## config.mk

```make
export PLATFORM = sky130hd
export DESIGN_NAME = agu_top
export DESIGN_NICKNAME = d
export VERILOG_FILES = /design/src/rtl/agu_pkg.sv /design/src/rtl/agu_seg_file.sv /design/src/rtl/agu_index_unit.sv /design/src/rtl/agu_addr_calc.sv /design/src/rtl/agu_top.sv
export SDC_FILE = /design/constraint.sdc
export NUM_CORES = 1
export LEC_CHECK = 0
export BUFFER_PORTS_ARGS = -buffer_cell sky130_fd_sc_hd__buf_2
export CAP_MARGIN = 25
export CORE_MARGIN = 2
export CORE_UTILIZATION = 61
export DETAILED_ROUTE_END_ITERATION = 7
export PLACE_DENSITY_LB_ADDON = 0.05
export SLEW_MARGIN = 20
export SYNTH_ARGS = -nofsm -noshare
export SYNTH_HDL_FRONTEND = slang
export SYNTH_SLANG_ARGS = --single-unit
```

## constraint.sdc

```tcl
create_clock -name clk -period 5.9 [get_ports clk]
set_input_delay 0.59 -clock clk [delete_from_list [all_inputs] [get_ports clk]]
set_output_delay 0.59 -clock clk [all_outputs]
set_load 0.01 [all_outputs]
```

## src/rtl/agu_pkg.sv

```systemverilog
package agu_pkg;

    typedef enum logic [2:0] {
        K_FETCH = 3'd0,
        K_STACK = 3'd1,
        K_DATA  = 3'd2,
        K_SSRC  = 3'd3,
        K_SDST  = 3'd4
    } kind_e;

    typedef enum logic [1:0] {
        SEG_CODE  = 2'd0,
        SEG_STACK = 2'd1,
        SEG_DATA  = 2'd2,
        SEG_EXTRA = 2'd3
    } seg_e;

    localparam int NUM_SEG = 4;

endpackage

```

## src/rtl/agu_seg_file.sv

```systemverilog
module agu_seg_file
    import agu_pkg::*;
#(
    parameter int              SEG_W    = 16,
    parameter logic [SEG_W-1:0] RESET_CS = '1
) (
    input  logic                          clk,
    input  logic                          rst_n,
    input  logic                          seg_ld,
    input  logic [1:0]                    seg_sel,
    input  logic [SEG_W-1:0]              seg_val,
    input  logic                          far_ld,
    input  logic [SEG_W-1:0]              far_cs,
    output logic [NUM_SEG-1:0][SEG_W-1:0] segs_o
);

    typedef struct packed {
        logic [NUM_SEG-1:0][SEG_W-1:0] base;
    } seg_st_t;

    seg_st_t st_d, st_q;

    always_comb begin
        st_d = st_q;
        if (far_ld) begin
            st_d.base[SEG_CODE] = far_cs;
        end
        // the code base is never written through the general port
        if (seg_ld && (seg_e'(seg_sel) != SEG_CODE)) begin
            st_d.base[seg_sel] = seg_val;
        end
    end

    always_ff @(posedge clk) begin
        if (!rst_n) begin
            st_q                 <= '0;
            st_q.base[SEG_CODE]  <= RESET_CS;
        end else begin
            st_q <= st_d;
        end
    end

    assign segs_o = st_q.base;

endmodule

```

## src/rtl/agu_index_unit.sv

```systemverilog
module agu_index_unit #(
    parameter int OFF_W = 16
) (
    input  logic             clk,
    input  logic             rst_n,
    input  logic             step_src,
    input  logic             step_dst,
    input  logic             down,
    input  logic             word,
    input  logic             ld,
    input  logic             ld_sel,
    input  logic [OFF_W-1:0] ld_val,
    output logic [OFF_W-1:0] si_o,
    output logic [OFF_W-1:0] di_o
);

    typedef struct packed {
        logic [OFF_W-1:0] si;
        logic [OFF_W-1:0] di;
    } idx_st_t;

    idx_st_t          st_d, st_q;
    logic [OFF_W-1:0] stride;

    always_comb begin
        stride = word ? OFF_W'(2) : OFF_W'(1);
        st_d   = st_q;
        if (step_src) begin
            st_d.si = down ? st_q.si - stride : st_q.si + stride;
        end
        if (step_dst) begin
            st_d.di = down ? st_q.di - stride : st_q.di + stride;
        end
        // an explicit load wins over a step on the same register
        if (ld) begin
            if (ld_sel) st_d.di = ld_val;
            else        st_d.si = ld_val;
        end
    end

    always_ff @(posedge clk) begin
        if (!rst_n) st_q <= '0;
        else        st_q <= st_d;
    end

    assign si_o = st_q.si;
    assign di_o = st_q.di;

endmodule

```

## src/rtl/agu_addr_calc.sv

```systemverilog
module agu_addr_calc
    import agu_pkg::*;
#(
    parameter int SEG_W = 16,
    parameter int OFF_W = 16,
    parameter int PA_W  = 20
) (
    input  logic [2:0]                    kind,
    input  logic [OFF_W-1:0]              off,
    input  logic                          ovr_en,
    input  logic [1:0]                    ovr_seg,
    input  logic [NUM_SEG-1:0][SEG_W-1:0] segs,
    input  logic [OFF_W-1:0]              si,
    input  logic [OFF_W-1:0]              di,
    output logic [PA_W-1:0]               paddr,
    output logic                          is_src,
    output logic                          is_dst
);

    localparam int SHIFT = PA_W - SEG_W;

    seg_e             pick;
    logic [OFF_W-1:0] eff_off;
    logic [PA_W-1:0]  base_sh;

    always_comb begin
        is_src  = 1'b0;
        is_dst  = 1'b0;
        eff_off = off;
        case (kind_e'(kind))
            K_FETCH: pick = SEG_CODE;
            K_STACK: pick = ovr_en ? seg_e'(ovr_seg) : SEG_STACK;
            K_SSRC: begin
                pick    = ovr_en ? seg_e'(ovr_seg) : SEG_DATA;
                eff_off = si;
                is_src  = 1'b1;
            end
            K_SDST: begin
                pick    = SEG_EXTRA;
                eff_off = di;
                is_dst  = 1'b1;
            end
            default: pick = ovr_en ? seg_e'(ovr_seg) : SEG_DATA;
        endcase
        base_sh = PA_W'(segs[pick]) << SHIFT;
        paddr   = base_sh + PA_W'(eff_off);
    end

endmodule

```

## src/rtl/agu_top.sv

```systemverilog
module agu_top
    import agu_pkg::*;
#(
    parameter int               SEG_W    = 16,
    parameter int               OFF_W    = 16,
    parameter int               PA_W     = 20,
    parameter logic [SEG_W-1:0] RESET_CS = '1
) (
    input  logic             clk,
    input  logic             rst_n,
    input  logic             req_i,
    input  logic [2:0]       kind_i,
    input  logic [OFF_W-1:0] off_i,
    input  logic             ovr_en_i,
    input  logic [1:0]       ovr_seg_i,
    input  logic             word_i,
    input  logic             dir_i,
    input  logic             seg_ld_i,
    input  logic [1:0]       seg_sel_i,
    input  logic [SEG_W-1:0] seg_val_i,
    input  logic             far_ld_i,
    input  logic [SEG_W-1:0] far_cs_i,
    input  logic             idx_ld_i,
    input  logic             idx_sel_i,
    input  logic [OFF_W-1:0] idx_val_i,
    output logic [PA_W-1:0]  addr_o,
    output logic             valid_o,
    output logic [OFF_W-1:0] si_o,
    output logic [OFF_W-1:0] di_o
);

    typedef struct packed {
        logic            valid;
        logic [PA_W-1:0] addr;
    } out_st_t;

    logic [NUM_SEG-1:0][SEG_W-1:0] segs;
    logic [OFF_W-1:0]              si_q, di_q;
    logic [PA_W-1:0]               paddr;
    logic                          is_src, is_dst;
    out_st_t                       out_d, out_q;

    agu_seg_file #(.SEG_W(SEG_W), .RESET_CS(RESET_CS)) i_segs (
        .clk     (clk),
        .rst_n   (rst_n),
        .seg_ld  (seg_ld_i),
        .seg_sel (seg_sel_i),
        .seg_val (seg_val_i),
        .far_ld  (far_ld_i),
        .far_cs  (far_cs_i),
        .segs_o  (segs)
    );

    agu_addr_calc #(.SEG_W(SEG_W), .OFF_W(OFF_W), .PA_W(PA_W)) i_calc (
        .kind    (kind_i),
        .off     (off_i),
        .ovr_en  (ovr_en_i),
        .ovr_seg (ovr_seg_i),
        .segs    (segs),
        .si      (si_q),
        .di      (di_q),
        .paddr   (paddr),
        .is_src  (is_src),
        .is_dst  (is_dst)
    );

    agu_index_unit #(.OFF_W(OFF_W)) i_idx (
        .clk      (clk),
        .rst_n    (rst_n),
        .step_src (req_i & is_src),
        .step_dst (req_i & is_dst),
        .down     (dir_i),
        .word     (word_i),
        .ld       (idx_ld_i),
        .ld_sel   (idx_sel_i),
        .ld_val   (idx_val_i),
        .si_o     (si_q),
        .di_o     (di_q)
    );

    always_comb begin
        out_d       = out_q;
        out_d.valid = req_i;
        if (req_i) out_d.addr = paddr;
    end

    always_ff @(posedge clk) begin
        if (!rst_n) out_q <= '0;
        else        out_q <= out_d;
    end

    assign addr_o  = out_q.addr;
    assign valid_o = out_q.valid;
    assign si_o    = si_q;
    assign di_o    = di_q;

endmodule

```

---- Word level (Yosys, flattened, before mapping) ----
Index checks and enable logic that the tools add are counted.
operators by class
  add/subtract/negate cells ............... 5
  order comparisons ....................... 3
  multiplexer cells ....................... 21
  reduce and logical (&&, ||, !) cells .... 4
  eq/ne operators ......................... 3
  bitwise logic cells ..................... 2
operators by type and width
  cell                                                                number
  two-way mux 16 bit                                                  10
  bitwise mux 64 bit                                                  1
  adder 16 bit                                                        2
  binary-select mux 16 bit (select 2 bit)                             1
  demux 16 bit (select 2 bit)                                         1
  two-way mux 32 bit                                                  1
  case mux 16 bit (2 select lines)                                    1
  subtractor 16 bit                                                   2
  adder 20 x 16 -> 20 bit                                             1
  less-than comparator 2 x 3 -> 1 bit (second input constant)         2
  two-way mux 2 bit                                                   3
  case mux 2 bit (3 select lines)                                     1
  == test 3 x 1 -> 1 bit (second input constant)                      1
  == test 3 x 2 -> 1 bit (second input constant)                      1
  == test 3 bit (second input constant)                               1
  logical NOT 3 bit                                                   1
  AND 1 bit                                                           2
  greater-or-equal comparator 2 x 1 -> 1 bit (second input constant)  1
  logical AND 1 bit                                                   2
  two-way mux 1 bit                                                   2
  nonzero test 2 bit                                                  1
word-level totals
  output and inout bits ................... 53
  word-level logic and storage cells ...... 46
  input port bits ......................... 81
  register bits after elaboration ......... 117

---- Logic depth before layout (Yosys ltp) ----
Gate-level depths: netlist of the first run.
  word-level depth ........................ 6
  gate-level depth with buffers ........... 16
  mapped depth without buffers ............ 15

---- Modules after synthesis ----
From an unflattened synthesis of the first run, not the netlist that was laid out.
unflattened totals
  cells, all modules ...................... 931
  area, all modules ....................... 7885.1 µm²
modules (own cells, without submodules)
  module          cells each  area an instance (µm²)  times used  sequential area each (µm²)
  agu_index_unit  423         3246.9                  1           640.6
  agu_seg_file    227         2362.3                  1           1281.2
  agu_addr_calc   212         1452.6                  1           0.0
  agu_top         69          823.3                   1           420.4

---- Worst setup path before layout of the first run ----
Ideal clock, no wire load.
  kind .................................... input to register
  start point ............................. input port kind_i[0]
  end point ............................... register out_q, in the netlist addr_o[19]
  path slack .............................. 2287 ps
  setup time .............................. 127 ps
  required time ........................... 5773 ps
  buffers on the path ..................... 2
  arrival time ............................ 3486 ps
  cell stages on the path ................. 13
  path through ............................ a211o_2 > o21ai_4 > clkbuf_1 > clkbuf_1 > nand2_1 > a31oi_1 > ha_1 > a21o_1 > a31o_2 > o211ai_1 > nand4_1 > a41o_1 > or3_1
between the ends
  word-level cells in the longest chain between the ends .. 5
ends and longest elaborated chain
  item                                         RTL line             RTL
  from (decl)                                  agu_top.sv:12        input logic [2:0] kind_i,
  == test 3 bit, or another cell as far along  agu_addr_calc.sv:30  case (kind_e'(kind))
  case mux 2 bit (3 select lines)              agu_addr_calc.sv:30
  binary-select mux 16 bit (select 2 bit)      agu_addr_calc.sv:45  base_sh = PA_W'(segs[pick]) << SHIFT;
  two-way mux 16 bit (implied by the code)     agu_addr_calc.sv:45
  adder 20 x 16 -> 20 bit (*)                  agu_addr_calc.sv:46  paddr = base_sh + PA_W'(eff_off);
  to (signal assigned)                         agu_top.sv:89        else out_q <= out_d;
  to (decl)                                    agu_top.sv:41        out_st_t out_d, out_q;
Every way passes the cells marked *; elsewhere a longest branch is shown, timed or not. The select of a mux whose other input is x is not followed.
A chain may end at the register's enable or synchronous reset.

---- Worst setup path in the final report of the first run ----
  start point ............................. input port kind_i[2]
  end point ............................... register out_q, in the netlist addr_o[18]
Same word-level chain as after synthesis.

==> results of run 1 <==
-- Yosys cell counts, drive strengths merged, types with 4 or more instances --
cell type,count
a22oi,15
a21oi,48
o21a,8
clkbuf,53
mux2i,40
nand3,19
nor3,12
xor2,9
a211oi,17
inv,18
xnor2,17
a21boi,55
nand2,217
buf,4
o211ai,12
or3,6
a21o,10
nand3b,6
nand2b,4
ha,42
o211a,11
dfxtp,117
nor2,30
and2,15
o21ai,45
nand4,7
nor2b,20
a31oi,25
o311ai,5
-- power groups by stage --
stage	Combinational, W	Sequential (W)	Clock, W
floorplan	0.000377	0.000906	0
global placement	0.000540	0.000904	0
detailed placement	0.000551	0.000905	0
CTS	0.000555	0.000888	0.00107
global route	0.000626	0.000894	0.00111
finish	0.000565	0.000890	0.00108
-- cell families (layout without fill, tap and decap cells) --
family	after synthesis	in the layout	share of synthesized area
multiplexers	43	43	0.0596
adder cells (fa/ha/maj)	45	45	0.0791
AO/OA/AOI/OAI	280	280	0.261
AND/OR/NAND/NOR	353	353	0.214
flip-flops	117	117	0.316
XOR/XNOR	26	26	0.0307
buffers and inverters	75	189	0.0395
-- final timing paths --
| kind | to | slack (ns) |
|---|---|---|
| max | addr_o[18]$_SDFFE_PN0P_ | 2.18 |
| max reg2reg | i_idx.di_o[14]$_SDFF_PN0_ | 3.00 |
| min | i_segs.segs_o[0]$_SDFF_PN1_ | 0.38 |
| min reg2reg | i_segs.segs_o[27]$_SDFFE_PN0P_ | 0.46 |
-- cell type report --
class | count | area, µm²
tap | 147 | 184
clock buffer | 17 | 425
timing repair buffer | 139 | 729
fill | 1028 | 3210
inverter | 18 | 67.6
multi-input combinational | 747 | 4770
clock inverter | 15 | 183
sequential | 117 | 2340
-- critical path, stage by stage --
cell and delay, ns:
buf_2 0.16, and3b_1 0.38, nor2_1 0.73, and2_1 0.23, a221o_1 0.14, inv_1 0.07, fa_1 0.45, nor2b_1 0.18
o2111ai_1 0.16, a21oi_1 0.24, o211ai_1 0.15, a211oi_1 0.26, xor2_1 0.16, a21oi_1 0.08
-- metal layers --
layer / up-vias / wire (µm) / global-route usage
met5: - / 0 / 0
met4: 0 / 433 / 0.102
met3: 30 / 1520 / 0.0566
met2: 251 / 8890 / 0.460
met1: 3375 / 10600 / 0.523
li1: 3587 / - / -
-- metrics by stage --
stage / utilization / hold slack [ns] / instances / instance area, µm²
after CTS: 0.728 / 0.371 / 1198 / 8680
final: 0.731 / 0.379 / 1200 / 8710
after floorplan: - / 0.439 / 939 / 7410
after global routing: 0.731 / 0.377 / 1200 / 8710
after detailed placement: 0.677 / 0.459 / 1166 / 8070
after global placement: 0.676 / 0.449 / 1165 / 8050
-- registers in the layout, indices dropped and copies added (netlist names) --
name,flops
valid_o,1
i_idx.di_o,16
i_idx.si_o,16
addr_o,20
i_segs.segs_o,64
==> key figures, run 1 <==
Status
  – Outcome: complete, no violations

Synth
  – #FFs+latches synth: 117
  – Syn_area_per_cell: 7.89 µm²
  – Async SR Flop Fraction: 0
  – Top FF cell, synth: dfxtp_1
  – Synth cell types: 66
  – Yosys top cell area share: 0.316
  – Area contributors post-synth: dfxtp_1, nand2_1, ha_1
  – Yosys top cell by area: dfxtp_1
  – Sequential fraction of the synthesis area: 0.316
  – Synthesized area: 7410 µm²
  – Yosys warnings: 0
  – Syn Nets: 1065
  – Post-synth EDFFs: 0
  – Post-synthesis instance total: between 900 and 1000

Power
  – Sw Share: 0.319
  – Pwr/cell area: approximately 290 nW/µm²
  – Reg power frac: 0.352
  – Internal power: 0.00172 W
  – Switching component of the power: 0.000807 W
  – Combinational Power Share: 0.223
  – Leakage power: between 3 and 4 nW
  – Peak supply drop: 0.237 mV
  – Pwr Total: roughly 0.0025 W
  – Clock Power Share: 0.425

Finish
  – Nets: around 1200
  – Inserted Diodes: 0
  – P&R area growth vs syn: 17.5%
  – Share of post-route cells with drive strength above 1: 0.177
  – Most common cell after layout, fill and taps aside: nand2_1
  – Commonest cells after routing, fill and taps aside: nand2_1, buf_2, dfxtp_1, a21boi_0, a21oi_1

Hold path
  – Hold WC Path Type: primary input to flop
  – Hold path start: far_cs_i[0]
  – WHS Path Cells: 3

Floorplan
  – Die Area: 13000 µm²
  – Die X: approximately 110 µm
  – Io pins: 134
  – Initial Utilization: 0.622
  – Height of the die: between 100 and 150 µm
  – Row count: 40
  – CORE AREA: 11900 µm²

Clock network
  – Clock slew at reported path FFs: 0.06 ns
  – Clk_lat worst skew: 0.42 ns
  – CTS root buf: clkbuf_16
  – Postcts setup bufs: 0
  – Clock buffer depth: 2
  – Clock Sinks: 117
  – H-tree level count: 4
  – TritonCTS Buffers: 17
  – CTS tree: yes
  – Hold buffer count at cts: 0
  – Post-CTS sizing: 0

Flow run
  – Max cap viols: 0

Setup path
  – FF-to-FF path depth: 11
  – Worst EP arrival: between 3 and 4 ns
  – R2R Path Start: i_idx.di_o[0]$_SDFF_PN0_
  – Critical Path End Type: flop
  – Crit Path Max Fanout: 17
  – Critical path startpoint category: primary input
  – Crit. Startpoint: kind_i[2]
  – CP Class: primary input to flop
  – Required time worst endpoint: 6.17 ns

Routing
  – Via density: 6.04
  – Drt drc: 0
  – Avg WL per Cell: 17.9 µm
  – DRT Pass-1 Iters: 5
  – First DRT Iteration DRCs: approximately 670
  – Post-Route WL: 21500 µm
  – Via count: 7243
  – Routed Antenna Nets: 0

Timing
  – Setup Skew: 0.00882 ns
  – Setup violators final: 0
  – Fmax: 269 MHz
  – Worst Tran Pin Value: 0.989 ns
  – Worst setup margin: 2.18 ns
  – Crit path time final: 3.72 ns
  – Slew headroom: 0.341
  – Slew Viols, Final: 0
  – RSZ-0062 raised after global routing: false
  – Final Hold Viols: 0
  – Sum Neg Setup Slack: 0 ns
  – Final worst-path cycle share: 0.630

Global routing
  – GRT Total Usage: 0.333
  – Vias in the first global route: about 6300
  – Overflow after GRT: 0
  – Largest net degree at the start of global routing: 109
  – Global-route wire length before repair: 33800 µm
  – Initial antenna violation count: 0

Place
  – Port bufs: 133
  – Dpl hpwl: 15500 µm
  – RePlAce Congestion: 0.975
  – DP Worst Slack: 1.62 ns
No activity file was read; power rests on OpenSTA's default activity.
==> inputs of run 2 (changes only) <==
--- a/config.mk
+++ b/config.mk
@@ -8,7 +8,7 @@
 export BUFFER_PORTS_ARGS = -buffer_cell sky130_fd_sc_hd__buf_2
 export CAP_MARGIN = 25
 export CORE_MARGIN = 2
-export CORE_UTILIZATION = 61
+export CORE_UTILIZATION = 57
 export DETAILED_ROUTE_END_ITERATION = 7
 export PLACE_DENSITY_LB_ADDON = 0.05
 export SLEW_MARGIN = 20
==> constraint.sdc (replaced) <==
create_clock -name clk -period 3.9 [get_ports clk]
set_input_delay 0.39 -clock clk [delete_from_list [all_inputs] [get_ports clk]]
set_output_delay 0.39 -clock clk [all_outputs]
set_load 0.01 [all_outputs]
==> key figures, run 2 (synthesis results as in run 1) <==
Clock network
  – TritonCTS Buffers: 17
  – Clock slew at reported path FFs: around 0.06 ns
  – CTS tree: yes
  – H-tree level count: 4
  – Clk_lat worst skew: 0.42 ns
  – Clock Sinks: 117
  – Postcts setup bufs: 0
  – CTS root buf: clkbuf_16
  – Post-CTS sizing: 0
  – Clock buffer depth: 2
  – Hold buffer count at cts: 0

Global routing
  – Overflow after GRT: 0
  – Initial antenna violation count: 1
  – GRT Total Usage: 0.313
  – Largest net degree at the start of global routing: 60
  – Global-route wire length before repair: 34800 µm
  – Vias in the first global route: 6486

Power
  – Sw Share: 0.315
  – Switching component of the power: about 0.0012 W
  – Peak supply drop: 0.335 mV
  – Clock Power Share: 0.405
  – Pwr Total: ~0.0037 W
  – Reg power frac: 0.363
  – Combinational Power Share: 0.232
  – Pwr/cell area: between 400 and 500 nW/µm²
  – Internal power: 0.00254 W
  – Leakage power: just under 4 nW

Place
  – Dpl hpwl: 16200 µm
  – Placed standard-cell area: 8180 µm²
  – DP Worst Slack: between 0.4 and 0.5 ns
  – RePlAce Congestion: 0.963
  – Port bufs: 133

Status
  – Outcome: complete, no violations

Timing
  – Slew Viols, Final: 0
  – Crit path time final: 3.11 ns
  – Final Hold Viols: 0
  – Worst Tran Pin Value: 0.970 ns
  – Setup violators final: 0
  – Final worst-path cycle share: 0.797
  – Sum Neg Setup Slack: 0 ns
  – Worst setup margin: 0.791 ns
  – Slew headroom: 0.353
  – Fmax: around 320 MHz
  – Setup Skew: 0.0114 ns
  – RSZ-0062 raised after global routing: false

Floorplan
  – Die X: approximately 120 µm
  – Row count: about 40
  – Io pins: 134
  – Initial Utilization: 0.585
  – Die Area: 13900 µm²
  – CORE AREA: 12700 µm²
  – Height of the die: between 100 and 150 µm

Routing
  – First DRT Iteration DRCs: about 650
  – Drt drc: 0
  – DRT Pass-1 Iters: 5
  – Routed Antenna Nets: 0
  – Via count: 7293
  – Via density: just under 6
  – Post-Route WL: around 22000 µm
  – Avg WL per Cell: 17.8 µm

Setup path
  – Worst EP arrival: 3.39 ns
  – Crit Path Max Fanout: 20
  – CP Class: primary input to flop
  – Critical Path End Type: flop
  – Critical path startpoint category: primary input
  – Required time worst endpoint: 4.18 ns

Finish
  – Share of post-route cells with drive strength above 1: 0.182
  – Area of the multi-input gates: approximately 4800 µm²
  – Nets: ~1200
  – Storage cell area: around 2300 µm²
  – Most common cell after layout, fill and taps aside: nand2_1
  – Final core occ: 0.691
  – P&R area growth vs syn: 18.2%
  – Commonest cells after routing, fill and taps aside: nand2_1, buf_2, dfxtp_1, a21boi_0, a21oi_1
  – Max reg flops: 64
  – Fin area: 8750 µm²
  – Fillers: 1150

Hold path
  – Hold WC Path Type: primary input to flop

Flow run
  – Max cap viols: 0
[run 2: changes by cell type in the layout (fill, tap and decap cells not counted), sizes merged]
cell / previous run / this run
clkbuf: 17 / 20
diode: 0 / 1
bufinv: 2 / 1
clkinv: 3 / 4
inv: 27 / 21
clkinvlp: 1 / 4
buf: 139 / 149
[run 2: path summary, 6_finish.rpt]
path / cells past startpoint / slack, ns / startpoint / to
max: 14 / 0.79 / kind_i[0] / addr_o[18]$_SDFFE_PN0P_
min reg2reg: 2 / 0.47 / i_segs.segs_o[62]$_SDFFE_PN0P_ / i_segs.segs_o[62]$_SDFFE_PN0P_
min: 3 / 0.20 / far_cs_i[8] / i_segs.segs_o[8]$_SDFF_PN1_
max reg2reg: 11 / 0.99 / i_idx.di_o[0]$_SDFF_PN0_ / i_idx.di_o[14]$_SDFF_PN0_
[run 2: cell type report]
cell class	count	share of cell area
inverter	18	0.00772
clock buffer	20	0.0510
sequential	117	0.268
multi-input combinational	747	0.545
antenna	1	0.000286
timing repair buffer	149	0.0898
clock inverter	12	0.0139
tap	172	0.0246
[run 2: metal layers]
layer	wire length, µm	track usage
met5	0	0
met4	355	0.0761
met3	1950	0.0698
met2	8810	0.423
met1	10900	0.493
[run 2: through the flow]
step / hold slack [ns] / cells
2_1_floorplan: 0.439 / 939
3_3_place_gp: 0.454 / 1203
3_5_place_dp: 0.461 / 1203
4_1_cts: 0.188 / 1235
5_1_grt: 0.201 / 1236
6_report: 0.197 / 1236
[run 2: power groups by stage]
stage | Combinational [W] | Clock (W) | Sequential (W)
after detailed placement | 0.000841 | 0 | 0.00137
after global routing | 0.000950 | 0.00157 | 0.00136
final | 0.000859 | 0.00150 | 0.00135
after CTS | 0.000847 | 0.00151 | 0.00134
after global placement | 0.000829 | 0 | 0.00137
after floorplan | 0.000570 | 0 | 0.00137
[run 2: critical path, cell delays in order]
cell and delay (ns):
buf_2 0.14, a211o_2 0.38, o21a_1 0.21, buf_4 0.25, a211oi_1 0.25, a31oi_1 0.09, ha_1 0.37, nor2b_1 0.23
o2111ai_1 0.16, a21oi_1 0.25, o211ai_1 0.15, a211oi_1 0.26, xor2_1 0.17, a21oi_1 0.08
==> inputs of run 3 (changes only) <==
--- a/config.mk
+++ b/config.mk
@@ -8,7 +8,7 @@
 export BUFFER_PORTS_ARGS = -buffer_cell sky130_fd_sc_hd__buf_2
 export CAP_MARGIN = 25
 export CORE_MARGIN = 2
-export CORE_UTILIZATION = 57
+export CORE_UTILIZATION = 51
 export DETAILED_ROUTE_END_ITERATION = 7
 export PLACE_DENSITY_LB_ADDON = 0.05
 export SLEW_MARGIN = 20
==> constraint.sdc (replaced) <==
create_clock -name clk -period 2.58 [get_ports clk]
set_input_delay 0.258 -clock clk [delete_from_list [all_inputs] [get_ports clk]]
set_output_delay 0.258 -clock clk [all_outputs]
set_load 0.01 [all_outputs]
==> key figures, run 3 (synthesis results as in run 1) <==
Power
  – Reg power frac: 0.316
  – Peak supply drop: 0.487 mV
  – Sw Share: 0.288
  – Internal power: 0.00457 W
  – Pwr Total: 0.00641 W
  – Pwr/cell area: 642 nW/µm²
  – Switching component of the power: about 0.0018 W
  – Clock Power Share: 0.416
  – Leakage power: 4.52 nW
  – Combinational Power Share: 0.268

Global routing
  – Largest net degree at the start of global routing: 67
  – Overflow after GRT: 0
  – Initial antenna violation count: 0
  – Vias in the first global route: 7309
  – Global-route wire length before repair: 35800 µm
  – GRT Total Usage: 0.285

Routing
  – First DRT Iteration DRCs: between 300 and 400
  – Routed Antenna Nets: 0
  – Via density: 5.57
  – Drt drc: 0
  – DRT Pass-1 Iters: 5
  – Avg WL per Cell: 16.3 µm
  – Post-Route WL: around 22000 µm
  – Via count: ~7600

Status
  – Failing checks: negative setup slack
  – Outcome: complete, but fails checks

Finish
  – Commonest cells after routing, fill and taps aside: nand2_1, buf_2, buf_4, dfxtp_1, a21boi_0
  – P&R area growth vs syn: 34.7%
  – Most common cell after layout, fill and taps aside: nand2_1
  – Inserted Diodes: 0
  – Nets: 1287
  – Share of post-route cells with drive strength above 1: 0.292
  – Max reg flops: 64

Timing
  – Worst Tran Pin Value: 0.706 ns
  – Setup Skew: 0.00656 ns
  – Setup violators final: 3
  – Worst setup margin: -0.0926 ns
  – Slew headroom: 0.528
  – RSZ-0062 raised after global routing: true
  – Final Hold Viols: 0
  – Final worst-path cycle share: 1.04
  – Hold WS: 0.0434 ns
  – Fmax: roughly 370 MHz
  – Crit path time final: 2.67 ns
  – Slew Viols, Final: 0

Setup path
  – CP max stage cell: a211o_4
  – CP Cell Sequence: buf_6 > a211o_4 > o21a_4 > buf_4 > a211oi_2 > a31oi_2 > ha_2 > inv_2 > fa_2 > nor2b_4 > o2111ai_2 > a21oi_2 > o211ai_1 > buf_4 > nand2_1 > xnor2_1 > a22o_1
  – Top cell by count, worst path: buf_4
  – CP max stage delay: 0.35 ns
  – Critical path startpoint category: primary input
  – Critical Path End Type: flop
  – Required time worst endpoint: 2.90 ns
  – Worst EP arrival: ~3 ns
  – CP Class: primary input to flop
  – Crit Path Max Fanout: 5

Hold path
  – Hold WC Path Type: primary input to flop

Floorplan
  – Height of the die: approximately 120 µm
  – Row count: between 40 and 50
  – Initial Utilization: 0.515
  – Die X: around 120 µm
  – CORE AREA: roughly 14000 µm²
  – Die Area: 15500 µm²
  – Io pins: 134

Clock network
  – Clock Sinks: between 100 and 150
  – CTS root buf: clkbuf_16
  – TritonCTS Buffers: 17
  – Clock buffer depth: 2
  – CTS tree: yes
  – Clock slew at reported path FFs: 0.06 ns
  – Hold buffer count at cts: 0
  – Clk_lat worst skew: approximately 0.43 ns
  – H-tree level count: 4

Place
  – RePlAce Congestion: approximately 0.9
  – Port bufs: roughly 130
  – Dpl hpwl: 16300 µm

Flow run
  – Max cap viols: 0
==> run 3: cell types whose count changed in the layout (fill, tap and decap cells not counted), sizes merged, moves of 2 or more <==
cell      change
buf         +110
bufinv        +4
clkinvlp      -2
inv           -2
==> run 3: worst paths after layout <==
kind                                   from                              to  slack [ns]  depth (start not counted)
max                                ovr_en_i         addr_o[16]$_SDFFE_PN0P_       -0.09                         17
min                            far_cs_i[15]    i_segs.segs_o[15]$_SDFF_PN1_        0.04                          3
max reg2reg  i_segs.segs_o[16]$_SDFFE_PN0P_         addr_o[18]$_SDFFE_PN0P_       -0.01                         13
min reg2reg  i_segs.segs_o[21]$_SDFFE_PN0P_  i_segs.segs_o[21]$_SDFFE_PN0P_        0.46                          2
==> run 3: worst max-delay path: cells and delay by family <==
family | cells | cell delay [ns]
fa+ha+maj | 2 | 0.44
xor+xnor | 1 | 0.13
buf+inv | 4 | 0.48
simple gates | 2 | 0.10
compound gates | 8 | 1.57
==> run 3: final cells by class <==
class | count | area, µm²
clock inverter | 11 | 196
inverter | 18 | 67.6
timing repair buffer | 259 | 1680
sequential | 117 | 2340
clock buffer | 21 | 470
tap | 184 | 230
fill | 1240 | 4390
multi-input combinational | 748 | 4990
==> run 3: metrics by stage <==
| stage | instances | instance area (µm²) | TNS (ns) | setup WS, ns | util |
|---|---|---|---|---|---|
| finish | 1358 | 9980 | -0.221 | -0.0926 | 0.694 |
| global route | 1358 | 9980 | -1.04 | -0.262 | 0.694 |
| CTS | 1346 | 9740 | -0.0976 | -0.0482 | 0.678 |
| detailed placement | 1310 | 8950 | -6.28 | -0.651 | 0.623 |
| global placement | 1310 | 8950 | -5.35 | -0.600 | 0.623 |
| floorplan | 939 | 7470 | -1.68 | -0.480 | - |
==> run 3: layer usage <==
| metal | share of wire | global-route usage |
|---|---|---|
| met3 | 0.049 | 0.0679 |
| met1 | 0.44 | 0.345 |
| met2 | 0.49 | 0.492 |
| met4 | 0.025 | 0.100 |
| met5 | 0 | 0 |
==> run 3: power by group through the flow <==
stage	registers (W)	logic (W)	clock network [W]
4_1_cts	0.00202	0.00164	0.00270
2_1_floorplan	0.00207	0.000881	0
6_report	0.00202	0.00172	0.00267
3_3_place_gp	0.00206	0.00158	0
5_1_grt	0.00204	0.00188	0.00277
3_5_place_dp	0.00206	0.00159	0
==> run 3: what timing repair did <==
item,4_1_cts,5_1_grt
cloned,1,1
gates resized for setup,17,37
buffers inserted,3,11
endpoints found under the hold margin,0,0
pin swaps,11,30
setup endpoints to repair,10,16
